### src/rtl/trace_rec_pkg.sv
package trace_rec_pkg;
  localparam int WORD_W   = 32;
  localparam int IDX_W    = 3;
  localparam int COMPACT_N = 4;
  localparam int FULL_N    = 8;

  typedef struct packed {
    logic             load;  // capture header, prefix and timestamp
    logic             full;  // record in flight uses the 8-word layout
    logic [IDX_W-1:0] idx;   // word position inside the record
  } rec_ctrl_t;
endpackage

### src/rtl/trace_rec_ctrl.sv
module trace_rec_ctrl
  import trace_rec_pkg::*;
(
  input  logic      clk,
  input  logic      rstN,
  input  logic      hdrValid,
  input  logic      fmtSel,
  input  logic      outReady,
  output logic      hdrReady,
  output logic      outValid,
  output logic      outLast,
  output rec_ctrl_t ctrl
);
  localparam logic [IDX_W-1:0] LAST_COMPACT = IDX_W'(COMPACT_N - 1);
  localparam logic [IDX_W-1:0] LAST_FULL    = IDX_W'(FULL_N - 1);

  logic             busyQ;
  logic             fullQ;
  logic [IDX_W-1:0] idxQ;
  logic             accept;
  logic             handoff;
  logic             atLast;

  assign accept  = hdrValid && !busyQ;
  assign handoff = busyQ && outReady;
  assign atLast  = idxQ == (fullQ ? LAST_FULL : LAST_COMPACT);

  always_ff @(posedge clk) begin
    if (!rstN) begin
      busyQ <= 1'b0;
      fullQ <= 1'b0;
      idxQ  <= '0;
    end else if (accept) begin
      busyQ <= 1'b1;
      fullQ <= fmtSel;
      idxQ  <= '0;
    end else if (handoff) begin
      if (atLast) busyQ <= 1'b0;
      else        idxQ  <= idxQ + 1'b1;
    end
  end

  assign hdrReady  = !busyQ;
  assign outValid  = busyQ;
  assign outLast   = busyQ && atLast;
  assign ctrl.load = accept;
  assign ctrl.full = fullQ;
  assign ctrl.idx  = idxQ;

  // a stalled word stays presented
  p_stall_hold_r10: assert property (@(posedge clk) disable iff (!rstN)
    outValid && !outReady |=> outValid && $stable(outLast));
  // no header accepted while a record is pending
  p_busy_blocks_r11: assert property (@(posedge clk) disable iff (!rstN)
    outValid |-> !hdrReady);
  // ready returns right after the final handoff
  p_ready_after_last_r11: assert property (@(posedge clk) disable iff (!rstN)
    outValid && outReady && outLast |=> hdrReady && !outValid);
  // last marker only on a presented word
  p_last_valid_r2: assert property (@(posedge clk) disable iff (!rstN)
    outLast |-> outValid);
endmodule

### src/rtl/trace_rec_dp.sv
module trace_rec_dp
  import trace_rec_pkg::*;
#(
  parameter int HDR_N = 4,
  parameter int TS_W  = 32
) (
  input  logic                         clk,
  input  logic                         rstN,
  input  logic [HDR_N-1:0][WORD_W-1:0] hdrIn,
  input  logic [WORD_W-1:0]            pfxIn,
  input  logic                         pfxPresent,
  input  logic [TS_W-1:0]              tsIn,
  input  rec_ctrl_t                    ctrl,
  input  logic                         outValid,
  input  logic                         outReady,
  output logic [WORD_W-1:0]            wordOut
);
  localparam int LOW_TS_W = 11;

  logic [HDR_N-1:0][WORD_W-1:0] hdrQ;
  logic [WORD_W-1:0]            pfxQ;
  logic [TS_W-1:0]              tsQ;
  logic [WORD_W-1:0]            compact0;

  for (genvar g = 0; g < HDR_N; g++) begin : g_hdr
    always_ff @(posedge clk) begin
      if (!rstN)          hdrQ[g] <= '0;
      else if (ctrl.load) hdrQ[g] <= hdrIn[g];
    end
  end

  always_ff @(posedge clk) begin
    if (!rstN) begin
      pfxQ <= '0;
      tsQ  <= '0;
    end else if (ctrl.load) begin
      pfxQ <= pfxPresent ? pfxIn : '0;
      tsQ  <= tsIn;
    end
  end

  assign compact0 = {hdrQ[0][30:29], hdrQ[0][28:24], hdrQ[0][23], hdrQ[0][19],
                     hdrQ[0][16], hdrQ[0][13], hdrQ[0][9:0], tsQ[LOW_TS_W-1:0]};

  always_comb begin
    wordOut = '0;
    if (ctrl.full) begin
      case (ctrl.idx)
        3'd0:    wordOut = '1;
        3'd1:    wordOut = pfxQ;
        3'd2:    wordOut = hdrQ[0];
        3'd3:    wordOut = hdrQ[1];
        3'd4:    wordOut = hdrQ[2];
        3'd5:    wordOut = hdrQ[3];
        3'd6:    wordOut = '0;
        default: wordOut = WORD_W'(tsQ);
      endcase
    end else begin
      case (ctrl.idx)
        3'd0:    wordOut = compact0;
        3'd1:    wordOut = hdrQ[1];
        3'd2:    wordOut = hdrQ[2];
        default: wordOut = hdrQ[3];
      endcase
    end
  end

  // the presented word does not change while stalled
  p_word_stable_r10: assert property (@(posedge clk) disable iff (!rstN)
    outValid && !outReady |=> $stable(wordOut));
  // captured state is frozen while a record is pending
  p_ts_frozen_r9: assert property (@(posedge clk) disable iff (!rstN)
    outValid |=> outValid ? $stable(tsQ) : 1'b1);
endmodule

### src/rtl/trace_rec_fmt.sv
module trace_rec_fmt
  import trace_rec_pkg::*;
(
  input  logic        clk,
  input  logic        rstN,
  input  logic        hdrValid,
  output logic        hdrReady,
  input  logic [31:0] hdrDw0,
  input  logic [31:0] hdrDw1,
  input  logic [31:0] hdrDw2,
  input  logic [31:0] hdrDw3,
  input  logic [31:0] pfxWord,
  input  logic        pfxPresent,
  input  logic        fmtSel,
  input  logic [31:0] tsCount,
  output logic        outValid,
  input  logic        outReady,
  output logic [31:0] outWord,
  output logic        outLast
);
  rec_ctrl_t ctrl;

  trace_rec_ctrl u_ctrl (
    .clk(clk), .rstN(rstN), .hdrValid(hdrValid), .fmtSel(fmtSel),
    .outReady(outReady), .hdrReady(hdrReady), .outValid(outValid),
    .outLast(outLast), .ctrl(ctrl)
  );

  trace_rec_dp #(.HDR_N(4), .TS_W(32)) u_dp (
    .clk(clk), .rstN(rstN), .hdrIn({hdrDw3, hdrDw2, hdrDw1, hdrDw0}),
    .pfxIn(pfxWord), .pfxPresent(pfxPresent), .tsIn(tsCount), .ctrl(ctrl),
    .outValid(outValid), .outReady(outReady), .wordOut(outWord)
  );

  // a full record opens with the all-ones marker
  p_marker_r5: assert property (@(posedge clk) disable iff (!rstN)
    hdrValid && hdrReady && fmtSel |=> outValid && outWord == 32'hFFFF_FFFF);
endmodule

### config.mk
export PLATFORM = sky130hd
export DESIGN_NAME = trace_rec_fmt
export DESIGN_NICKNAME = d
export VERILOG_FILES = /design/src/rtl/trace_rec_pkg.sv /design/src/rtl/trace_rec_ctrl.sv /design/src/rtl/trace_rec_dp.sv /design/src/rtl/trace_rec_fmt.sv
export SDC_FILE = /design/constraint.sdc
export NUM_CORES = 1
export LEC_CHECK = 0
export BUFFER_PORTS_ARGS = -buffer_cell sky130_fd_sc_hd__buf_2
export CAP_MARGIN = 20
export CORE_ASPECT_RATIO = 0.9
export CORE_MARGIN = 2
export CORE_UTILIZATION = 35
export CTS_CLUSTER_DIAMETER = 100
export DETAILED_ROUTE_END_ITERATION = 12
export PLACE_DENSITY = 0.55
export SLEW_MARGIN = 20
export SYNTH_ARGS = -nofsm -noshare
export SYNTH_HDL_FRONTEND = slang
export SYNTH_SLANG_ARGS = --single-unit
### constraint.sdc
create_clock -name clk -period 4.7 [get_ports clk]
set_input_delay 1.175 -clock clk [delete_from_list [all_inputs] [get_ports clk]]
set_output_delay 1.175 -clock clk [all_outputs]
set_load 0.01 [all_outputs]
; ---- Yosys cells after proc, flatten, opt, wreduce, memory -nomap -nowiden
; Cells that the tools add are included.
[word_totals]
regBits = 197
input_bits = 198
[op_classes]
n_eq_ne = 7
bitwise = 2
n_reduce_logical = 10
n_mux = 8
n_addsub = 1
[ops]
columns = op, n
row1 = one-hot mux 32 bit (7 select lines), 1
row2 = one-hot mux 32 bit (3 select lines), 1
row3 = two-way mux 32 bit, 2
row4 = "equality test 3 bit, second input constant", 3
row5 = "equality test 3 x 2 -> 1 bit, second input constant", 2
row6 = AND reduction 2 bit, 2
row7 = nonzero test 2 bit, 2
row8 = "adder 3 x 1 -> 3 bit, second input constant", 1
row9 = "equality test 3 x 1 -> 1 bit, second input constant", 1
row10 = equality test 3 bit, 1
row11 = logical AND 1 bit, 3
row12 = zero test 3 bit, 1
row13 = two-way mux 1 bit, 3
row14 = two-way mux 3 bit, 1
row15 = inverter 1 bit, 2
row16 = OR reduction 2 bit, 1
row17 = zero test 1 bit, 1

; ---- Depth between registers and ports, before layout
; Gate-level depths: netlist of the first run.
[logic_depth]
depth_word = 5
ltp_mapped = 10

; ---- Hierarchy
; Synthesis of the first run repeated with hierarchy kept, for this count alone.
[hier_totals]
cells_unflattened = 1089
area_unflattened_um2 = 10481.3
[modules_own_cells]
columns = module, seq_area_each_um2, area_per_inst_um2, n_inst, cells_per_inst
row1 = trace_rec_dp, 3843.7, 10209.8, 1, 1059
row2 = trace_rec_ctrl, 100.1, 271.5, 1, 30

; ---- Worst setup path before layout of the first run
; No wires, ideal clock.
[synth_timing]
path_kind = register -> output
startpoint = reg u_ctrl.idxQ[2]
endpoint = out outWord[10]
arrival_ps = 2088
stages_incl_launch_ff = 11
required_ps = 3525
path_slack_ps = 1437
cell_sequence = dfxtp_1 buf_2 inv_1 clkbuf_1 ha_1 buf_2 nor4_4 buf_4 a221o_1 o221ai_1 o21ai_1
[synth_between]
elab_chain_len = 3
[synth_lines]
columns = item, line
row1 = from (decl), trace_rec_ctrl.sv:19  ; logic [IDX_W-1:0] idxQ;
row2 = from (signal assigned), trace_rec_ctrl.sv:39  ; else idxQ <= idxQ + 1'b1;
row3 = equality test 3 bit (tied with other cells), trace_rec_dp.sv:48  ; case (ctrl.idx)
row4 = one-hot mux 32 bit (7 select lines) or one-hot mux 32 bit (3 select lines) (tied branches), "trace_rec_dp.sv:48, trace_rec_dp.sv:59"
row5 = two-way mux 32 bit (*), trace_rec_dp.sv:47  ; if (ctrl.full) begin
row6 = to (decl), trace_rec_fmt.sv:18  ; output logic [31:0] outWord,
; Every way passes the cells marked *; elsewhere a longest branch is shown, timed or not.

; ---- Worst setup path after layout of the first run
[layout_timing]
startpoint = reg u_ctrl.idxQ[2]
endpoint = out outWord[31]
; The elaborated chain is that of the path after synthesis.

==> impl_summary.md, run 1 <==
Layout
The fraction of layout cells with a size suffix above 1 is 24.5%. The area growth from synthesis to layout is 19.7%. After the last flow step, the layout net total stands at roughly 1500. The fraction of the core area covered by cells at the end of the flow is 42.3%.

Leaving out fill and tap cells, the most frequent cell in the layout is sky130_fd_sc_hd__nand2_1. The antenna diode count is 0. In the layout the commonest cells are sky130_fd_sc_hd__nand2_1 (352), sky130_fd_sc_hd__buf_2 (231), sky130_fd_sc_hd__dfxtp_1 (196).

STA
The maximum clock frequency is between 200 and 250 MHz. The setup-violating endpoint count in the final report is 0. The clock period minus worst slack is 4.36 ns. The final clock skew is between 0.015 and 0.02 ns.

For the final routed database, the setup TNS stands at 0 ns. Setup repair after global routing left no endpoint under its margin. In this run the tightest slew margin relative to its limit is between 30 and 40%. The count of final hold-check violations is 0. The max-slew violation count is 0. The actual transition at the worst max-transition pin is just under 1 ns. In the finished design, the share of the clock period the worst path needs comes to about 93%.

Hold path
The path class of the tightest hold or removal check is flop to flop. The worst hold path passes through 2 cells. For hold timing, the worst endpoint is u_dp.tsQ[25]. The launch point of the worst hold path is u_dp.tsQ[25].

Drt
The iteration count of the initial detailed-routing pass is 8. Dividing the detail-routed wire length by the instance count gives 20.4 um. The final antenna-violating net count is 0. Wires add up to ~34 mm. The detailed router finished its first iteration with between 900 and 1000 violations.

For this run, design rule violations remaining after detail routing come to 0. After detailed routing, the number of vias per cell comes to ~5.5. The detailed router placed a little over 9000 vias in this run.

Clock tree
The number of clock buffers added by TritonCTS is 17. The clock slew at the register clock pins of the worst setup and hold paths is around 0.07 ns. The number of hold buffers added after CTS was 0. The clock latency of the later-clocked register in the worst-skew pair is approximately 0.44 ns. The clock root buffer master is sky130_fd_sc_hd__clkbuf_16. The number of levels in the clock H-tree is 4.

Post-CTS repair changed the size of 0 cells. The clock tree from TritonCTS is built. The maximum number of buffers from clock root to sink is 2. After clock tree synthesis, the setup repair step added 0 buffers. Clock tree synthesis found a total of 197 sinks.

Floorplanning
The number of top-level design ports is about 230. The initial standard-cell utilization of the core is between 30% and 40%. Row generation in the floorplan step produced 57 rows. The width of the die is around 180 um. The die covers between 20000 and 30000 sq um.

The standard cell core area is ~27000 sq um. Measured along the y axis, the die boundary spans between 150 and 200 um.

Power
For this design the static power due to leakage is roughly 4.5 nW. The power density over the cells is roughly 340 nW/um^2. IR analysis of the VDD net gives a maximum drop of ~230 uV.

Yosys
The fraction of synthesis flops using an asynchronous set or reset pin is 0%. The instance count of the mapped netlist is around 1100. After synthesis the netlist holds a flip-flop and latch count of ~200. In the synthesized netlist the dominant register cell turns out to be sky130_fd_sc_hd__dfxtp_1. Synthesis instantiated 38 different standard cells from the library. The net count of the mapped netlist is between 1000 and 1500. The share of Yosys cell area claimed by the top area cell type is about two fifths. By area the synthesized netlist is led by sky130_fd_sc_hd__dfxtp_1 (42%), sky130_fd_sc_hd__nand2_1 (14%), sky130_fd_sc_hd__a21boi_0 (13%). For this run, the register share of the synthesized area comes to 41.6%. The post-synth design cell area is around 9500 sq um. The number of warning messages in the yosys log is 0. The number of flops mapped to enable cells by yosys is 0.

A synthesized cell averages roughly 8.4 sq um. Of all cell types, the one taking the most synthesized area is sky130_fd_sc_hd__dfxtp_1.

Setup path
The startpoint type of the worst setup path is a flop. Along the worst path, the maximum fanout reaches 33. The setup check on the worst reg-to-reg path leaves a slack of approximately 2.6 ns.

The kind of end point of the critical path is an output pin. STA puts the critical path data required time at around 3.5 ns. In this run the critical register-to-register path is launched from u_ctrl.outValid.

By startpoint and endpoint, the worst setup path is classified as flop to output pin. The data arrival time of the critical path is 3.18 ns. The worst-case reg-to-reg path depth is 5. The worst flop-to-flop path endpoint is u_dp.hdrQ[69].

Flow run
The max-cap violation count is 0.

GRT
The number of global-route vias before repair came to approximately 8300. The first global-routing pass estimated roughly 50 mm of wire. The number of antenna violations at the first check in global routing came to 0. After global routing the overflow that remains totals 0. Entering global routing, the biggest net connects approximately 160 pins. For this run, the total global-route usage over all layers was measured as 23.0%.

Outcome
The flow ran to the end, and the final reports show no timing, DRC or antenna violations.

Place
During placement, the flow inserted port buffers numbering 232. Detailed placement finished with a half-perimeter wire length of about 24 mm. The congestion estimate from routability-driven global placement came to ~0.85.
==> per-stage QoR <==
step           hold slack [ns]  cell area, sq um  instances  power, mW  setup slack (ns)
2_1_floorplan            0.440              9490       1128       2.20              1.44
3_3_place_gp             0.454             10800       1620       2.46             0.759
3_5_place_dp             0.461             10800       1620       2.46             0.740
4_1_cts                  0.471             11400       1650       3.93             0.285
5_1_grt                  0.491             11400       1650       4.06             0.174
6_report                 0.469             11400       1650       3.91             0.341
==> state kept, by name (all words and copies together), names as in the netlist <==
name             cells
u_ctrl.fullQ         1
u_dp.pfxQ           32
u_dp.tsQ            32
u_ctrl.outValid      1
u_dp.hdrQ          107
u_ctrl.idxQ          3
u_dp.compact0       21
==> critical path: stages (launching register included) <==
cell and delay (ns):
sky130_fd_sc_hd__dfxtp_1 0.61, sky130_fd_sc_hd__inv_1 0.27, sky130_fd_sc_hd__ha_1 0.27, sky130_fd_sc_hd__buf_4 0.27, sky130_fd_sc_hd__nor4_4 0.28, sky130_fd_sc_hd__buf_4 0.36, sky130_fd_sc_hd__a221o_1 0.16, sky130_fd_sc_hd__o221ai_1 0.09
sky130_fd_sc_hd__o21ai_0 0.23, sky130_fd_sc_hd__buf_2 0.21
==> where the power goes <==
group          switching (mW)  internal, mW  total, mW
logic                   0.335         0.236      0.572
clock network           0.667         0.813       1.48
registers               0.101          1.76       1.86
==> synthesized netlist by cell type (2+ instances only) <==
master	instances
sky130_fd_sc_hd__nor2_1	9
sky130_fd_sc_hd__clkbuf_1	54
sky130_fd_sc_hd__and3_1	2
sky130_fd_sc_hd__o21ai_1	25
sky130_fd_sc_hd__buf_2	52
sky130_fd_sc_hd__nor2b_1	4
sky130_fd_sc_hd__buf_4	2
sky130_fd_sc_hd__o221ai_1	26
sky130_fd_sc_hd__a221oi_1	25
sky130_fd_sc_hd__a22o_1	63
sky130_fd_sc_hd__a222oi_1	7
sky130_fd_sc_hd__a21oi_1	33
sky130_fd_sc_hd__buf_6	4
sky130_fd_sc_hd__a22oi_1	8
sky130_fd_sc_hd__a221oi_2	24
sky130_fd_sc_hd__a21boi_0	161
sky130_fd_sc_hd__dfxtp_1	197
sky130_fd_sc_hd__and4_1	5
sky130_fd_sc_hd__o22ai_1	6
sky130_fd_sc_hd__ha_1	5
sky130_fd_sc_hd__nand2_1	353
sky130_fd_sc_hd__xnor2_1	2
sky130_fd_sc_hd__o21ai_0	16
sky130_fd_sc_hd__inv_1	4
sky130_fd_sc_hd__buf_1	3
sky130_fd_sc_hd__a221o_1	26
==> metal layers <==
| metal | up-vias | GRT usage, % | part of all wire, % |
|---|---|---|---|
| met2 | 389 | 31.6 | 40 |
| met3 | 22 | 4.55 | 7.7 |
| li1 | 4359 | - | - |
| met1 | 4284 | 36.5 | 51 |
| met5 | - | 0 | 0 |
| met4 | 0 | 4.96 | 1.2 |
==> cell type report <==
class                      count  area (sq um)
clock buffer                  20           457
clock inverter                10           123
fill                        2816         15500
inverter                       4          15.0
multi-input combinational    812          5030
sequential                   197          3950
tap                          354           443
timing repair buffer         253          1350
==> worst max-delay path by stage <==
stage | slack, ns | to | startpoint | cells past startpoint
5_1_grt | 0.17 | outWord[11] | u_ctrl.idxQ[0] | 8
3_3_place_gp | 0.76 | outWord[31] | u_ctrl.idxQ[0] | 7
6_report | 0.34 | outWord[31] | u_ctrl.idxQ[2] | 9
4_1_cts | 0.29 | outWord[31] | u_ctrl.idxQ[0] | 7
3_5_place_dp | 0.74 | outWord[31] | u_ctrl.idxQ[0] | 7
2_1_floorplan | 1.44 | outWord[10] | u_ctrl.idxQ[2] | 10
==> kinds of logic (layout without fill, tap and decap cells) <==
logic type                 Yosys count  after routing  synth area share, %
muxes                                2              2                0.224
xor gates and xnor gates             2              2                0.185
adders and majority gates            5              5                0.659
buffers and inverters              119            287                 5.79
DFF                                197            197                 41.6
and+or+nand+nor                    379            379                 15.7
AOI/OAI and AO/OA                  424            424                 35.8
Power figures use the tool's default switching activity.
==> run 2, diff against run 1 <==
SYNTH_HIERARCHICAL = 1   (was unset)
==> impl_summary.md, run 2 <==
Floorplanning
The die footprint is 31300 sq um (+10%). The width of the die was 186 um (+5.0%). The number of placement rows came to 60 (+5.3%). The number of top-level design ports was 233 (unchanged). The initial standard-cell utilization of the core was 35.3% (-0.036 points). The standard cell core area was 29700 sq um (+11%). The vertical die dimension is 168 um (+5.0%).

Layout
The most frequent standard cell in the layout excluding fill and tap cells is sky130_fd_sc_hd__buf_2. The fraction of the core area covered by cells at the end of the flow is 41.5% (-0.88 points). The number of nets in the final layout was 1449 (-2.6%).

The final instance count without filler cells is 1667 (+1.0%). The fraction of layout cells with a size suffix above 1 is 25.7% (+1.3 points). The filler cell count in the final layout was 3004 (+6.7%).

The largest registers in the layout are u_dp/hdrQ (107), u_dp/pfxQ (32), u_dp/tsQ (32). Ranked by flip-flop count, first place goes to u_dp/hdrQ. The total non-filler cell area in the finished layout is 12300 sq um (+8.3%).

The number of flip-flops under the largest register name is 107 (unchanged). The library cells used most frequently in the layout, excluding fill and tap cells, are sky130_fd_sc_hd__buf_2 (231), sky130_fd_sc_hd__nor2b_1 (229), sky130_fd_sc_hd__dfxtp_1 (193). The synthesis-to-finish area growth is 17.3%.

Clock tree
The tree is rooted in a sky130_fd_sc_hd__clkbuf_16. The number of gates given a new drive strength after cts is 0 (unchanged). The quantity of hold-fixing buffers added after cts is 0 (unchanged). The clock latency of the later-clocked register in the worst-skew pair is 0.45 ns (about the same). The clock slew at the register clock pins of the worst setup and hold paths was 0.07 ns (about the same). The number of levels in the clock H-tree is 4 (unchanged). TritonCTS built the clock tree.

The maximum number of buffers from clock root to sink came to 2 (unchanged). The post-CTS setup repair buffer count is 0 (unchanged). The total number of clock tree sinks is 197 (unchanged). The number of buffers created by CTS is 17 (unchanged).

Drt
The final antenna-violating net count is 0 (unchanged). The routed length per instance was 20.0 um (-2.0%). The final wirelength was 33.4 mm (-0.95%). The number of DRC markers after the initial detailed-route iteration is 557 (-42%). The detailed-routing wirelength on met1 is 17.2 mm (+0.50%). The iteration count of the initial detailed-routing pass is 5 (-3). The detailed route wirelength on metal3 is 1.36 mm (-47%). The remaining routing DRC violations is 0 (unchanged).

The detailed route wirelength on metal2 came to 14.5 mm (+7.1%). In this run the top signal layer used is met4. The detailed-route vias per instance is 5.13 (-6.4%). The total vias in the final route was 8558 (-5.5%).

Setup path
The worst-case reg-to-reg path depth is 5 (unchanged). The required time reported for the critical path endpoint came to 3.52 ns (about the same). The count of buffering cells on the critical path with inverters included is 2 (-2).

The largest fanout on the critical path came to 24 (-27%). The cell family with the largest share of critical-path delay is compound AO/OA/AOI/OAI gates. The data arrival time of the critical path is 2.78 ns (-0.40 ns). The signal on the critical path passes through inv_4 > a21oi_4 > o32a_1 > o22ai_1 > buf_2.

The instance count on the critical path came to 5 (-4). The slowest stage cell on the critical path is sky130_fd_sc_hd__a21oi_4. The worst stage delay on the critical path was 0.84 ns (+0.23 ns). STA classifies the critical path startpoint as a flop.

The kind of end point of the critical path is an output pin. The critical path is of the flop to output pin type.

Power
The power share of the sequential group came to 47.5% (about the same). The clock network power share is 37.0% (-0.8 points). The power density over the cells is 316 nW/um^2 (-8.2%). The proportion of total power due to net switching is 28.1% (-0.16 points). The leakage component of the power is 4.82 nW (+7.0%). The internal power component came to 2.80 mW (-0.37%). The switching power summed over all nets is 1.09 mW (-1.2%).

The total power after layout is 3.89 mW (-0.60%). The maximum VDD drop is 259 uV (+11%). The combinational share of power came to 15.4% (+0.8 points).

Place
The instance count after placement with tap cells included is 1634 (+0.86%). The post-place setup slack is 1.17 ns (+0.429 ns). The detailed-placement wirelength estimate was 22.5 mm (-7.4%). The weighted congestion at the end of routability-driven global placement was 0.779 (-8.2%). The standard cell area after detailed placement is 11700 sq um (+8.9%). The count of buffers from port buffering is 232 (unchanged).

STA
The max-slew violation count is 0 (unchanged). The setup TNS after final layout is 0 ns (unchanged). The clock period minus worst slack is 3.95 ns (-0.405 ns). The worst-case headroom to the max-slew limit is 30.4% (-5.3 points). The worst hold slack after final layout was 0.518 ns (+0.0489 ns). The count of final hold-check violations is 0 (unchanged). The maximum clock frequency is 253 MHz (+10%). The final clock skew is 0.0137 ns (-0.00404 ns). The actual transition at the worst max-transition pin is 1.04 ns (+0.0772 ns).

The setup-violating endpoint count in the final report came to 0 (unchanged). The post-route fraction of the period consumed by the critical path is 84.1% (-8.6 points). The smallest setup slack after layout is 0.747 ns (+0.405 ns). Setup repair after global routing left no endpoint under its margin.

Yosys
The instance count of the mapped netlist is 1089 (-3.5%). The number of library cell types mapped by synthesis is 39 (+2.6%). The average cell area after synthesis is 9.62 sq um (+14%). The post-synth design cell area is 10500 sq um (+10%).

The sequential share of the synthesized area is 37.6% (-3.9 points). The total of flip-flops plus latches after synthesis is 197 (unchanged). Ranked by total cell area, the synthesized netlist is headed by sky130_fd_sc_hd__dfxtp_1 (38%), sky130_fd_sc_hd__mux2i_1 (18%), sky130_fd_sc_hd__nor2b_1 (14%). The most common cell in the synthesized netlist is sky130_fd_sc_hd__nor2b_1.

The number of flops mapped to enable cells by yosys is 0 (unchanged). The fraction of synthesis flops using an asynchronous set or reset pin was 0% (unchanged). The number of warning messages in the yosys log is 6 (+6). In the synthesized netlist, the cells that appear most often are sky130_fd_sc_hd__nor2b_1 (229), sky130_fd_sc_hd__dfxtp_1 (197), sky130_fd_sc_hd__mux2i_1 (192), sky130_fd_sc_hd__o22ai_1 (68), sky130_fd_sc_hd__a21oi_1 (39). The net count of the mapped netlist is 1288 (-3.2%).

The largest total area in the synthesized netlist belongs to sky130_fd_sc_hd__dfxtp_1. The dominant synthesized flop cell is sky130_fd_sc_hd__dfxtp_1. The share of Yosys cell area claimed by the top area cell type is 37.6% (-3.9 points).

Flow run
The max-cap violation count is 0 (unchanged).

GRT
The global-route usage over all layers came to 21.0% (-2.0 points). The number of global-route vias before repair is 8404 (+1.8%). The number of antenna violations at the first check in global routing is 2 (+2). The wire length of the first global-routing pass is 50.8 mm (+2.1%). The total overflow reported by the global router was 0 (unchanged).

The pin count of the biggest net entering global routing was 113 (-31%).

Hold path
The worst hold path class is flop to flop. The worst hold path depth is 2 (unchanged).

Outcome
The run finished with clean final reports.
run 2: cell count changes in the layout (fill, tap and decap cells not counted), sizes merged, moves of 62 or more:
cell / before / now
a21boi: 161 / 0
a22o: 63 / 0
mux2i: 1 / 192
nand2: 353 / 5
o22ai: 6 / 68
nor2b: 4 / 229
run 2: worst paths after layout:
| check | slack, ns | from | end |
|---|---|---|---|
| setup reg to reg | 2.35 | u_ctrl/outValid | u_dp/pfxQ[16] |
| hold / removal | 0.52 | u_dp/tsQ[20] | u_dp/tsQ[20] |
| hold reg to reg | 0.52 | u_dp/tsQ[20] | u_dp/tsQ[20] |
| setup / recovery | 0.75 | u_ctrl/idxQ[2] | outWord[27] |
run 2: metal layers:
| metal | global-route usage, % | up-vias |
|---|---|---|
| li1 | - | 4225 |
| met1 | 30.9 | 4088 |
| met2 | 32.0 | 230 |
| met3 | 3.48 | 15 |
| met4 | 4.45 | 0 |
| met5 | 0 | - |
run 2: power by group through the flow:
stage          sequential [mW]  clock, mW  combinational (mW)
5_1_grt                   1.86       1.54               0.657
4_1_cts                   1.85       1.48               0.603
3_5_place_dp              1.89          0               0.601
6_report                  1.85       1.44               0.600
3_3_place_gp              1.88          0               0.596
2_1_floorplan             1.85          0               0.422
run 2: logic make-up after synthesis:
family          after synthesis  share of synthesized area [%]
xor+xnor                      1                         0.0836
fa+ha+maj                     1                          0.119
simple gates                316                           18.5
flops                       197                           37.6
compound gates              234                           15.7
mux                         224                           21.8
buf+inv                     116                           6.21
run 2: area by class of cell:
| type | instances | area (sq um) | share of cell area, % |
|---|---|---|---|
| diodes | 1 | 2.50 | 0.0204 |
| clock buffers | 19 | 453 | 3.68 |
| clock inverters | 13 | 109 | 0.885 |
| inverters | 10 | 47.5 | 0.387 |
| multi-input cells | 776 | 5900 | 48.0 |
| flip-flops and latches | 197 | 3950 | 32.2 |
| well taps | 403 | 504 | 4.10 |
| repair buffers | 248 | 1320 | 10.7 |
run 2: worst min-delay path, stage by stage (launching register included):
cell and delay [ns]:
sky130_fd_sc_hd__dfxtp_1 0.33, sky130_fd_sc_hd__mux2i_1 0.07, sky130_fd_sc_hd__nor2b_1 0.09
